<file path="src/rtl/card_spec_pkg.sv">
package card_spec_pkg;
  localparam int IMG_W    = 128;
  localparam int RO_LSB   = 16;
  localparam int PERM_BIT = 13;
  localparam int TMP_BIT  = 12;
  // one-time bits: 15, 14, 13, 11, 10
  localparam logic [IMG_W-1:0] OTP_MASK = {{(IMG_W-16){1'b0}}, 16'hEC00};
  // multiply writable: 12, 9:8, 7:1
  localparam logic [IMG_W-1:0] MW_MASK  = {{(IMG_W-16){1'b0}}, 16'h13FE};

  typedef struct packed {
    logic ok;
    logic crc_bad;
    logic rule_bad;
  } verdict_t;
endpackage

</file>
<file path="src/rtl/card_spec_rules.sv">
module card_spec_rules
  import card_spec_pkg::*;
(
  input  logic [IMG_W-1:0] cur_img,
  input  logic [IMG_W-1:0] new_img,
  input  logic             crc_ok,
  input  logic             perm_veto,
  output verdict_t         verdict
);
  logic ro_touch;
  logic otp_clear;
  logic perm_blocked;
  logic fixed_touch;

  always_comb begin
    ro_touch     = (cur_img[IMG_W-1:RO_LSB] != new_img[IMG_W-1:RO_LSB]);
    otp_clear    = |(cur_img & ~new_img & OTP_MASK);
    perm_blocked = perm_veto && new_img[PERM_BIT] && !cur_img[PERM_BIT];
    // bits outside all masks below RO_LSB (only bit 0) are forced, never compared
    fixed_touch  = 1'b0;
    verdict.crc_bad  = !crc_ok;
    verdict.rule_bad = crc_ok && (ro_touch || otp_clear || perm_blocked || fixed_touch);
    verdict.ok       = !verdict.crc_bad && !verdict.rule_bad;
  end
endmodule

</file>
<file path="src/rtl/card_spec_store.sv">
module card_spec_store
  import card_spec_pkg::*;
#(
  parameter logic [IMG_W-1:0] FACTORY_IMG = '0
)(
  input  logic             clk,
  input  logic             rst,
  input  logic             load_en,
  input  logic [IMG_W-1:0] load_img,
  output logic [IMG_W-1:0] img_q
);
  localparam logic [IMG_W-1:0] ONE_LSB = {{(IMG_W-1){1'b0}}, 1'b1};

  always_ff @(posedge clk) begin
    if (rst)          img_q <= FACTORY_IMG | ONE_LSB;
    else if (load_en) img_q <= load_img;
  end

  AST_RO_STABLE: assert property (@(posedge clk) disable iff (rst)
    load_en |=> $stable(img_q[IMG_W-1:RO_LSB]));
  AST_OTP_NO_CLEAR: assert property (@(posedge clk) disable iff (rst)
    load_en |=> (($past(img_q) & ~img_q & OTP_MASK) == '0));
  AST_IDLE_HOLD: assert property (@(posedge clk) disable iff (rst)
    !load_en |=> $stable(img_q));
endmodule

</file>
<file path="src/rtl/card_spec_status.sv">
module card_spec_status
  import card_spec_pkg::*;
#(
  parameter int STATUS_W = 32,
  parameter int GEN_BIT  = 19,
  parameter int CRC_BIT  = 23
)(
  input  logic                clk,
  input  logic                rst,
  input  logic                soft_rst,
  input  logic                fire,
  input  verdict_t            verdict,
  input  logic                perm_bit,
  input  logic                tmp_bit,
  output logic                done_q,
  output logic [STATUS_W-1:0] status_q,
  output logic                allow_q
);
  logic [STATUS_W-1:0] result;

  always_comb begin
    result          = '0;
    result[GEN_BIT] = verdict.rule_bad;
    result[CRC_BIT] = verdict.crc_bad;
  end

  always_ff @(posedge clk) begin
    if (rst || soft_rst) begin
      done_q   <= 1'b0;
      status_q <= '0;
    end else begin
      done_q <= fire;
      if (fire) status_q <= result;
    end
  end

  // permission follows the stored image one cycle later; permanent dominates
  always_ff @(posedge clk) allow_q <= !(perm_bit || tmp_bit);

  AST_PROT_BLOCKS: assert property (@(posedge clk) disable iff (rst)
    (perm_bit || tmp_bit) |=> !allow_q);
  AST_PERM_DOMINATES: assert property (@(posedge clk) disable iff (rst)
    (perm_bit && !tmp_bit) |=> !allow_q);
  AST_ERR_EXCLUSIVE: assert property (@(posedge clk) disable iff (rst)
    !(status_q[GEN_BIT] && status_q[CRC_BIT]));
  AST_SOFT_CLEAR: assert property (@(posedge clk) disable iff (rst)
    soft_rst |=> (status_q == '0) && !done_q);
endmodule

</file>
<file path="src/rtl/card_spec_reg.sv">
module card_spec_reg
  import card_spec_pkg::*;
#(
  parameter logic [IMG_W-1:0] FACTORY_IMG = 128'h905E002A1F5A83C7B6DB7FFF96800001,
  parameter int STATUS_W = 32,
  parameter int GEN_BIT  = 19,
  parameter int CRC_BIT  = 23
)(
  input  logic                clk,
  input  logic                rst,
  input  logic                pwr_loss_rst,
  input  logic                hw_rst,
  input  logic                cmd_rst,
  input  logic                prog_valid,
  input  logic [IMG_W-1:0]    prog_data,
  input  logic                prog_crc_ok,
  input  logic                perm_wp_disable,
  output logic [IMG_W-1:0]    rd_image,
  output logic                prog_done,
  output logic [STATUS_W-1:0] status,
  output logic                write_allowed,
  output logic                erase_allowed
);
  localparam logic [IMG_W-1:0] ONE_LSB = {{(IMG_W-1){1'b0}}, 1'b1};

  logic             soft_rst;
  logic             fire;
  logic [IMG_W-1:0] cand;
  logic [IMG_W-1:0] img_q;
  verdict_t         verdict;
  logic             allow_q;

  assign soft_rst = pwr_loss_rst || hw_rst || cmd_rst;
  assign fire     = prog_valid && !soft_rst;
  assign cand     = prog_data | ONE_LSB;

  card_spec_rules u_rules (
    .cur_img   (img_q),
    .new_img   (cand),
    .crc_ok    (prog_crc_ok),
    .perm_veto (perm_wp_disable),
    .verdict   (verdict)
  );

  card_spec_store #(.FACTORY_IMG(FACTORY_IMG)) u_store (
    .clk      (clk),
    .rst      (rst),
    .load_en  (fire && verdict.ok),
    .load_img (cand),
    .img_q    (img_q)
  );

  card_spec_status #(.STATUS_W(STATUS_W), .GEN_BIT(GEN_BIT), .CRC_BIT(CRC_BIT)) u_status (
    .clk      (clk),
    .rst      (rst),
    .soft_rst (soft_rst),
    .fire     (fire),
    .verdict  (verdict),
    .perm_bit (img_q[PERM_BIT]),
    .tmp_bit  (img_q[TMP_BIT]),
    .done_q   (prog_done),
    .status_q (status),
    .allow_q  (allow_q)
  );

  assign rd_image      = img_q;
  assign write_allowed = allow_q;
  assign erase_allowed = allow_q;

  AST_VETO_PERM: assert property (@(posedge clk) disable iff (rst)
    (fire && perm_wp_disable && !img_q[PERM_BIT] && prog_data[PERM_BIT]) |=> !img_q[PERM_BIT]);
  AST_CRC_REJECT: assert property (@(posedge clk) disable iff (rst)
    (prog_valid && !prog_crc_ok) |=> $stable(img_q));
  AST_RESET_RETAIN: assert property (@(posedge clk) disable iff (rst)
    soft_rst |=> $stable(img_q));
  AST_DONE_FOLLOWS: assert property (@(posedge clk) disable iff (rst)
    fire |=> prog_done);
endmodule

</file>
<file path="config.mk">
export PLATFORM = sky130hd
export DESIGN_NAME = card_spec_reg
export DESIGN_NICKNAME = d
export VERILOG_FILES = /design/src/rtl/card_spec_pkg.sv /design/src/rtl/card_spec_rules.sv /design/src/rtl/card_spec_store.sv /design/src/rtl/card_spec_status.sv /design/src/rtl/card_spec_reg.sv
export SDC_FILE = /design/constraint.sdc
export NUM_CORES = 1
export LEC_CHECK = 0
export ABC_AREA = 1
export CAP_MARGIN = 20
export CORE_ASPECT_RATIO = 2
export CORE_MARGIN = 2
export CORE_UTILIZATION = 30
export DETAILED_ROUTE_END_ITERATION = 7
export DONT_BUFFER_PORTS = 1
export PLACE_DENSITY = 0.47
export SETUP_SLACK_MARGIN = 0.4
export SLEW_MARGIN = 10
export SYNTH_ARGS = -nofsm -noshare
export SYNTH_HDL_FRONTEND = slang
export SYNTH_SLANG_ARGS = --single-unit
</file>
<file path="constraint.sdc">
create_clock -name clk -period 3.44 [get_ports clk]
set_input_delay 0.344 -clock clk [delete_from_list [all_inputs] [get_ports clk]]
set_output_delay 0.344 -clock clk [all_outputs]
set_load 0.02 [all_outputs]
</file>
* Word-level counts from Yosys, hierarchy flattened
Index checks and enable logic that the tools add are counted.
Storage, ports and cells: register bits 131, output and inout bits 163, logic and storage cells 25
Cells by class: equality and inequality tests 1, bitwise operators 2, reduce and logical (&&, ||, !) cells 18
Operators with widths (number):
- $ne 112x112->1 | 1
- $and 16x16->16 | 1
- $not 16->16 | 1
- $logic_and 1x1->1 | 6
- $logic_or 1x1->1 | 6
- $logic_not 1->1 | 5
- $reduce_or 5->1 | 1

* Depth between registers and ports, before layout
depth after elaboration 9, depth in mapped cells 15, mapped depth without buffers 14

* Hierarchy
A second synthesis with hierarchy kept.
Second synthesis, totals: cells, all modules 1408, area, all modules 8035.2 µm²
Modules (own cells, without submodules):
- card_spec_store | instances 1, cells an instance 694, area an instance 4868.4 µm², sequential area each 2562.5 µm²
- card_spec_rules | instances 1, cells an instance 657, area an instance 2743.9 µm², sequential area each 0.0 µm²
- card_spec_status | instances 1, cells an instance 48, area an instance 374.1 µm², sequential area each 80.1 µm²
- card_spec_reg | instances 1, cells an instance 9, area an instance 48.8 µm², sequential area each 0.0 µm²

* Worst setup path before layout
OpenSTA, ideal clock, no wires.
kind register to register, start point register u_store.img_q[121], end point register u_store.img_q[6], arrival 1.543 ns, required time 3.330 ns, slack 1.787 ns, stages on the path, launching flop included 15, cells stage by stage dfxtp_1 -> inv_1 -> nand2_1 -> nand2_1 -> nor2_1 -> nand2_1 -> nor2_1 -> nand2_1 -> nor2_1 -> nand2_1 -> nor2_4 -> buf_6 -> nand3_1 -> nand2_1 -> nor2_1
Between the ends: word-level cells in the longest chain between the ends 7
Ends and longest elaborated chain:
- start: declaration | RTL line card_spec_store.sv:10 | output logic [IMG_W-1:0] img_q
- start signal: assignment | RTL line card_spec_store.sv:15 | if (rst) img_q <= FACTORY_IMG | ONE_LSB;
- start signal: assignment | RTL line card_spec_store.sv:16 | else if (load_en) img_q <= load_img;
- $ne 112x112->1 | RTL line card_spec_rules.sv:16 | ro_touch = (cur_img[IMG_W-1:RO_LSB] != new_img[IMG_W-1:RO_LSB]);
- $logic_or 1x1->1 (2 in a row) | RTL line card_spec_rules.sv:22 | verdict.rule_bad = crc_ok && (ro_touch || otp_clear || perm_blocked || fixed_touch);
- $logic_and 1x1->1 | RTL line card_spec_rules.sv:22
- $logic_not 1->1 | RTL line card_spec_rules.sv:23 | verdict.ok = !verdict.crc_bad && !verdict.rule_bad;
- $logic_and 1x1->1 | RTL line card_spec_rules.sv:23
- $logic_and 1x1->1 | RTL line card_spec_reg.sv:48 | .load_en (fire && verdict.ok),
No other way between the ends. A chain may end at the register's enable or synchronous reset.

* Worst setup path in the final report
start point register u_store.img_q[13], end point register u_store.img_q[13]
Between the ends: word-level cells in the longest chain between the ends 8
Ends and longest elaborated chain:
- $and 16x16->16 | RTL line card_spec_rules.sv:17 | otp_clear = |(cur_img & ~new_img & OTP_MASK);
- $reduce_or 5->1 | RTL line card_spec_rules.sv:17
- $logic_or 1x1->1 | RTL line card_spec_rules.sv:22
- $logic_or 1x1->1 * | RTL line card_spec_rules.sv:22
- $logic_and 1x1->1 * | RTL line card_spec_rules.sv:22
- $logic_not 1->1 * | RTL line card_spec_rules.sv:23
- $logic_and 1x1->1 * | RTL line card_spec_rules.sv:23
- $logic_and 1x1->1 * | RTL line card_spec_reg.sv:48
Every way passes the cells marked *; elsewhere a longest branch is shown, timed or not.

==> out/summary.txt <==
P&R area growth vs syn -> 12.2%
Max-Cap Viols -> 0
Final Wtd Congestion -> 0.814
Nets -> 1236
Via count -> 5695
Setup tns final -> 0 ns
Via density -> 4.10
Run status -> completed
Core footprint -> 22000 um^2
Max Root-Sink Buffers -> 2
GR Overflow Total -> 0
Yosys reg bits -> 131
Post-synthesis cell type count -> 25
RSZ-0062 raised after global routing -> false
Worst skew pair latency -> 0.44 ns
TritonCTS Buffers -> 17
Slowest cell delay on critical path -> 0.53 ns
Die width -> 109 um
TritonCTS Sinks -> 131
Avg Inst Size Synth -> 6.06 um^2
Gate Count Post-Synth -> 1100
Worst-path clk slew -> 0.06 ns
Layout Cells excl Fill -> 1389
Worst r2r path cells -> 11
Final Skew -> 0.00547 ns
Initial DRC Count -> 174
Final non-filler cell area -> 7480 um^2
Worst path required time -> 3.77 ns
Slew of the pin with the lowest slew margin -> 0.706 ns
I/O Pins -> 299
CP Data Arrival Time -> 2.54 ns
Register area share after synthesis -> 0.393
Lkg Pwr -> 4.11 nW
Endpoint class of the critical path -> register
Max Fclk -> 453 MHz
Crit-path most repeated cell -> nor2_1
Crit path time final -> 2.21 ns
Largest net degree at the start of global routing -> 69
Final setup viols -> 0
CP max stage cell -> dfxtp_1
Hold Vio Cnt, Final -> 0
H-tree levels -> 4
Vias in the first global route -> 5368
Die area -> 23500 um^2
TritonRoute pass-1 iters -> 4
Worst Hold Class -> in2reg
Std-Cell Rows -> 77
Antenna violations before repair -> 0
VDD IR max -> 0.310 mV
WHS Endpoint -> u_status.status_q[23]
Fraction of layout cells with a size suffix above 1 -> 0.0665
Ant. Diodes -> 0
# hold bufs at CTS -> 1
Die height -> 215 um
Post-Syn Area -> 6670 um^2
Critical path class -> reg2reg
Per-cell routed wire length -> 13.4 um
Post-CTS Setup Bufs -> 0
Post-cts resize count -> 0
Detailed placer's ending HPWL -> 14.4 mm
Critical path peak fanout -> 15
Rel. slew slack -> 0.529
Flop2flop setup slack -> 1.23 ns
Part of the cycle the worst path needs -> 0.642
Drt total wl -> 18.6 mm
Final Max Tran Viols -> 0
Worst hold start -> prog_valid
Worst r2r dst -> u_store.img_q[13]
Post-route ant nets -> 0
Cells along the critical path -> nor2_1 -> nor2_1 -> nand2_1 -> nor2_1 -> nand2_1 -> nor2_1 -> nand2_1 -> nor2_4 -> nand3_1 -> nand2_1 -> nor2_1
WHS Path Cells -> 2
Startpoint types -> register
Placed Area -> 6800 um^2
First-pass GRT wire length -> 27.7 mm
Power per Cell Area -> 501 nW/um^2
CTS tree -> yes
Synthesis warning total -> 0
Remaining DRCs -> 0
Total power -> 3.75 mW
Initial core utilization -> 0.304
Reg2reg start -> u_store.img_q[13]
Port Buffers -> 0
Total GRT Usage -> 0.161
Root Buffer -> clkbuf_16
Cells after DPL -> 1356
metrics by stage:
step           utilization  setup slack (ns)  hold slack [ns]
3_3_place_gp         0.310              1.05            0.423
5_1_grt              0.341             0.923           0.0697
4_1_cts              0.341              1.03           0.0460
3_5_place_dp         0.310              1.05            0.427
6_report             0.341              1.23           0.0766
2_1_floorplan            -              1.79            0.414
critical path: cells and delay by family (launching register included):
kind / cells / cell delay, ns
simple gates: 11 / 1.56
flops: 1 / 0.53
power breakdown:
group          total, mW  internal (mW)  switching [mW]
logic              0.202         0.0657           0.136
registers           1.52           1.52        0.000748
clock network       2.03           1.31           0.720
total               3.75           2.89           0.856
cell usage after synthesis:
cell type	n	area (um^2)
nand2_2	10	62.6
nand3_2	1	10.0
buf_4	34	255
buf_2	1	5.00
inv_1	248	931
nand4_1	4	25.0
xnor2_1	23	201
or2_2	13	81.3
conb_1	2	7.51
xor2_1	5	43.8
and2_1	1	6.26
a21oi_1	1	5.00
nor2_4	1	11.3
nor2_1	153	574
nand3_1	20	100
buf_6	2	22.5
clkbuf_1	13	48.8
clkinv_1	5	18.8
dfxtp_1	131	2620
o21ai_0	1	5.00
inv_2	10	37.5
nand2_1	414	1550
nor2_2	5	31.3
nor3_1	1	5.00
buf_1	1	3.75
registers in the layout, summed over array words and instances (netlist names):
| signal | cells |
|---|---|
| u_status.done_q | 1 |
| u_status.allow_q | 1 |
| u_status.status_q | 2 |
| u_store.img_q | 127 |
cell families (layout without fill, tap and decap cells):
group / Yosys count / in the layout / synth area share
AO/OA/AOI/OAI: 2 / 2 / 0.00150
XOR/XNOR: 28 / 28 / 0.0368
buffers and inverters: 314 / 298 / 0.198
flip-flops: 131 / 131 / 0.393
other: 2 / 31 / 0.00113
AND/OR/NAND/NOR: 623 / 623 / 0.369
layer usage:
layer	global-route usage	wire length [um]
met1	0.136	5950
met2	0.308	10300
met3	0.0610	1490
met4	0.0873	818
met5	0	0
cells in the final DEF (no fill, tap or decap):
cell	netlist	layout
inv_2	10	11
inv_1	248	248
o21ai_0	1	1
nor3_1	1	1
clkinvlp_4	0	2
and2_1	1	1
xnor2_1	23	23
nor2_4	1	1
buf_16	0	1
clkbuf_8	0	1
nand3_1	20	20
nor2_1	153	153
clkbuf_1	13	2
or2_2	13	13
buf_4	34	2
nand4_1	4	4
dfxtp_1	131	131
clkinv_2	0	1
clkinv_1	5	4
nand2_2	10	10
xor2_1	5	5
nand3_2	1	1
clkinv_4	0	4
nand2_1	414	414
a21oi_1	1	1
bufinv_16	0	5
conb_1	2	31
clkbuf_16	0	17
nor2_2	5	5
how the worst max path moves through the flow:
stage | slack [ns] | cells after the start | startpoint | end
after floorplan | 1.79 | 14 | u_store.img_q[121] | u_store.img_q[6]
after global placement | 1.05 | 11 | u_store.img_q[13] | u_store.img_q[14]
after detailed placement | 1.05 | 11 | u_store.img_q[13] | u_store.img_q[2]
after CTS | 1.03 | 11 | u_store.img_q[13] | u_store.img_q[2]
after global routing | 0.92 | 14 | u_store.img_q[35] | u_store.img_q[3]
final | 1.23 | 11 | u_store.img_q[13] | u_store.img_q[13]
layout make-up:
cell class                      count  area, um^2
Fill cell                        2419       14500
Multi-Input combinational cell    684        2830
Sequential cell                   131        2620
Inverter                          263         987
Clock buffer                       20         447
Tap cell                          276         345
Clock inverter                     12         205
Timing Repair Buffer                3        42.5
Power figures use the tool's default switching activity.
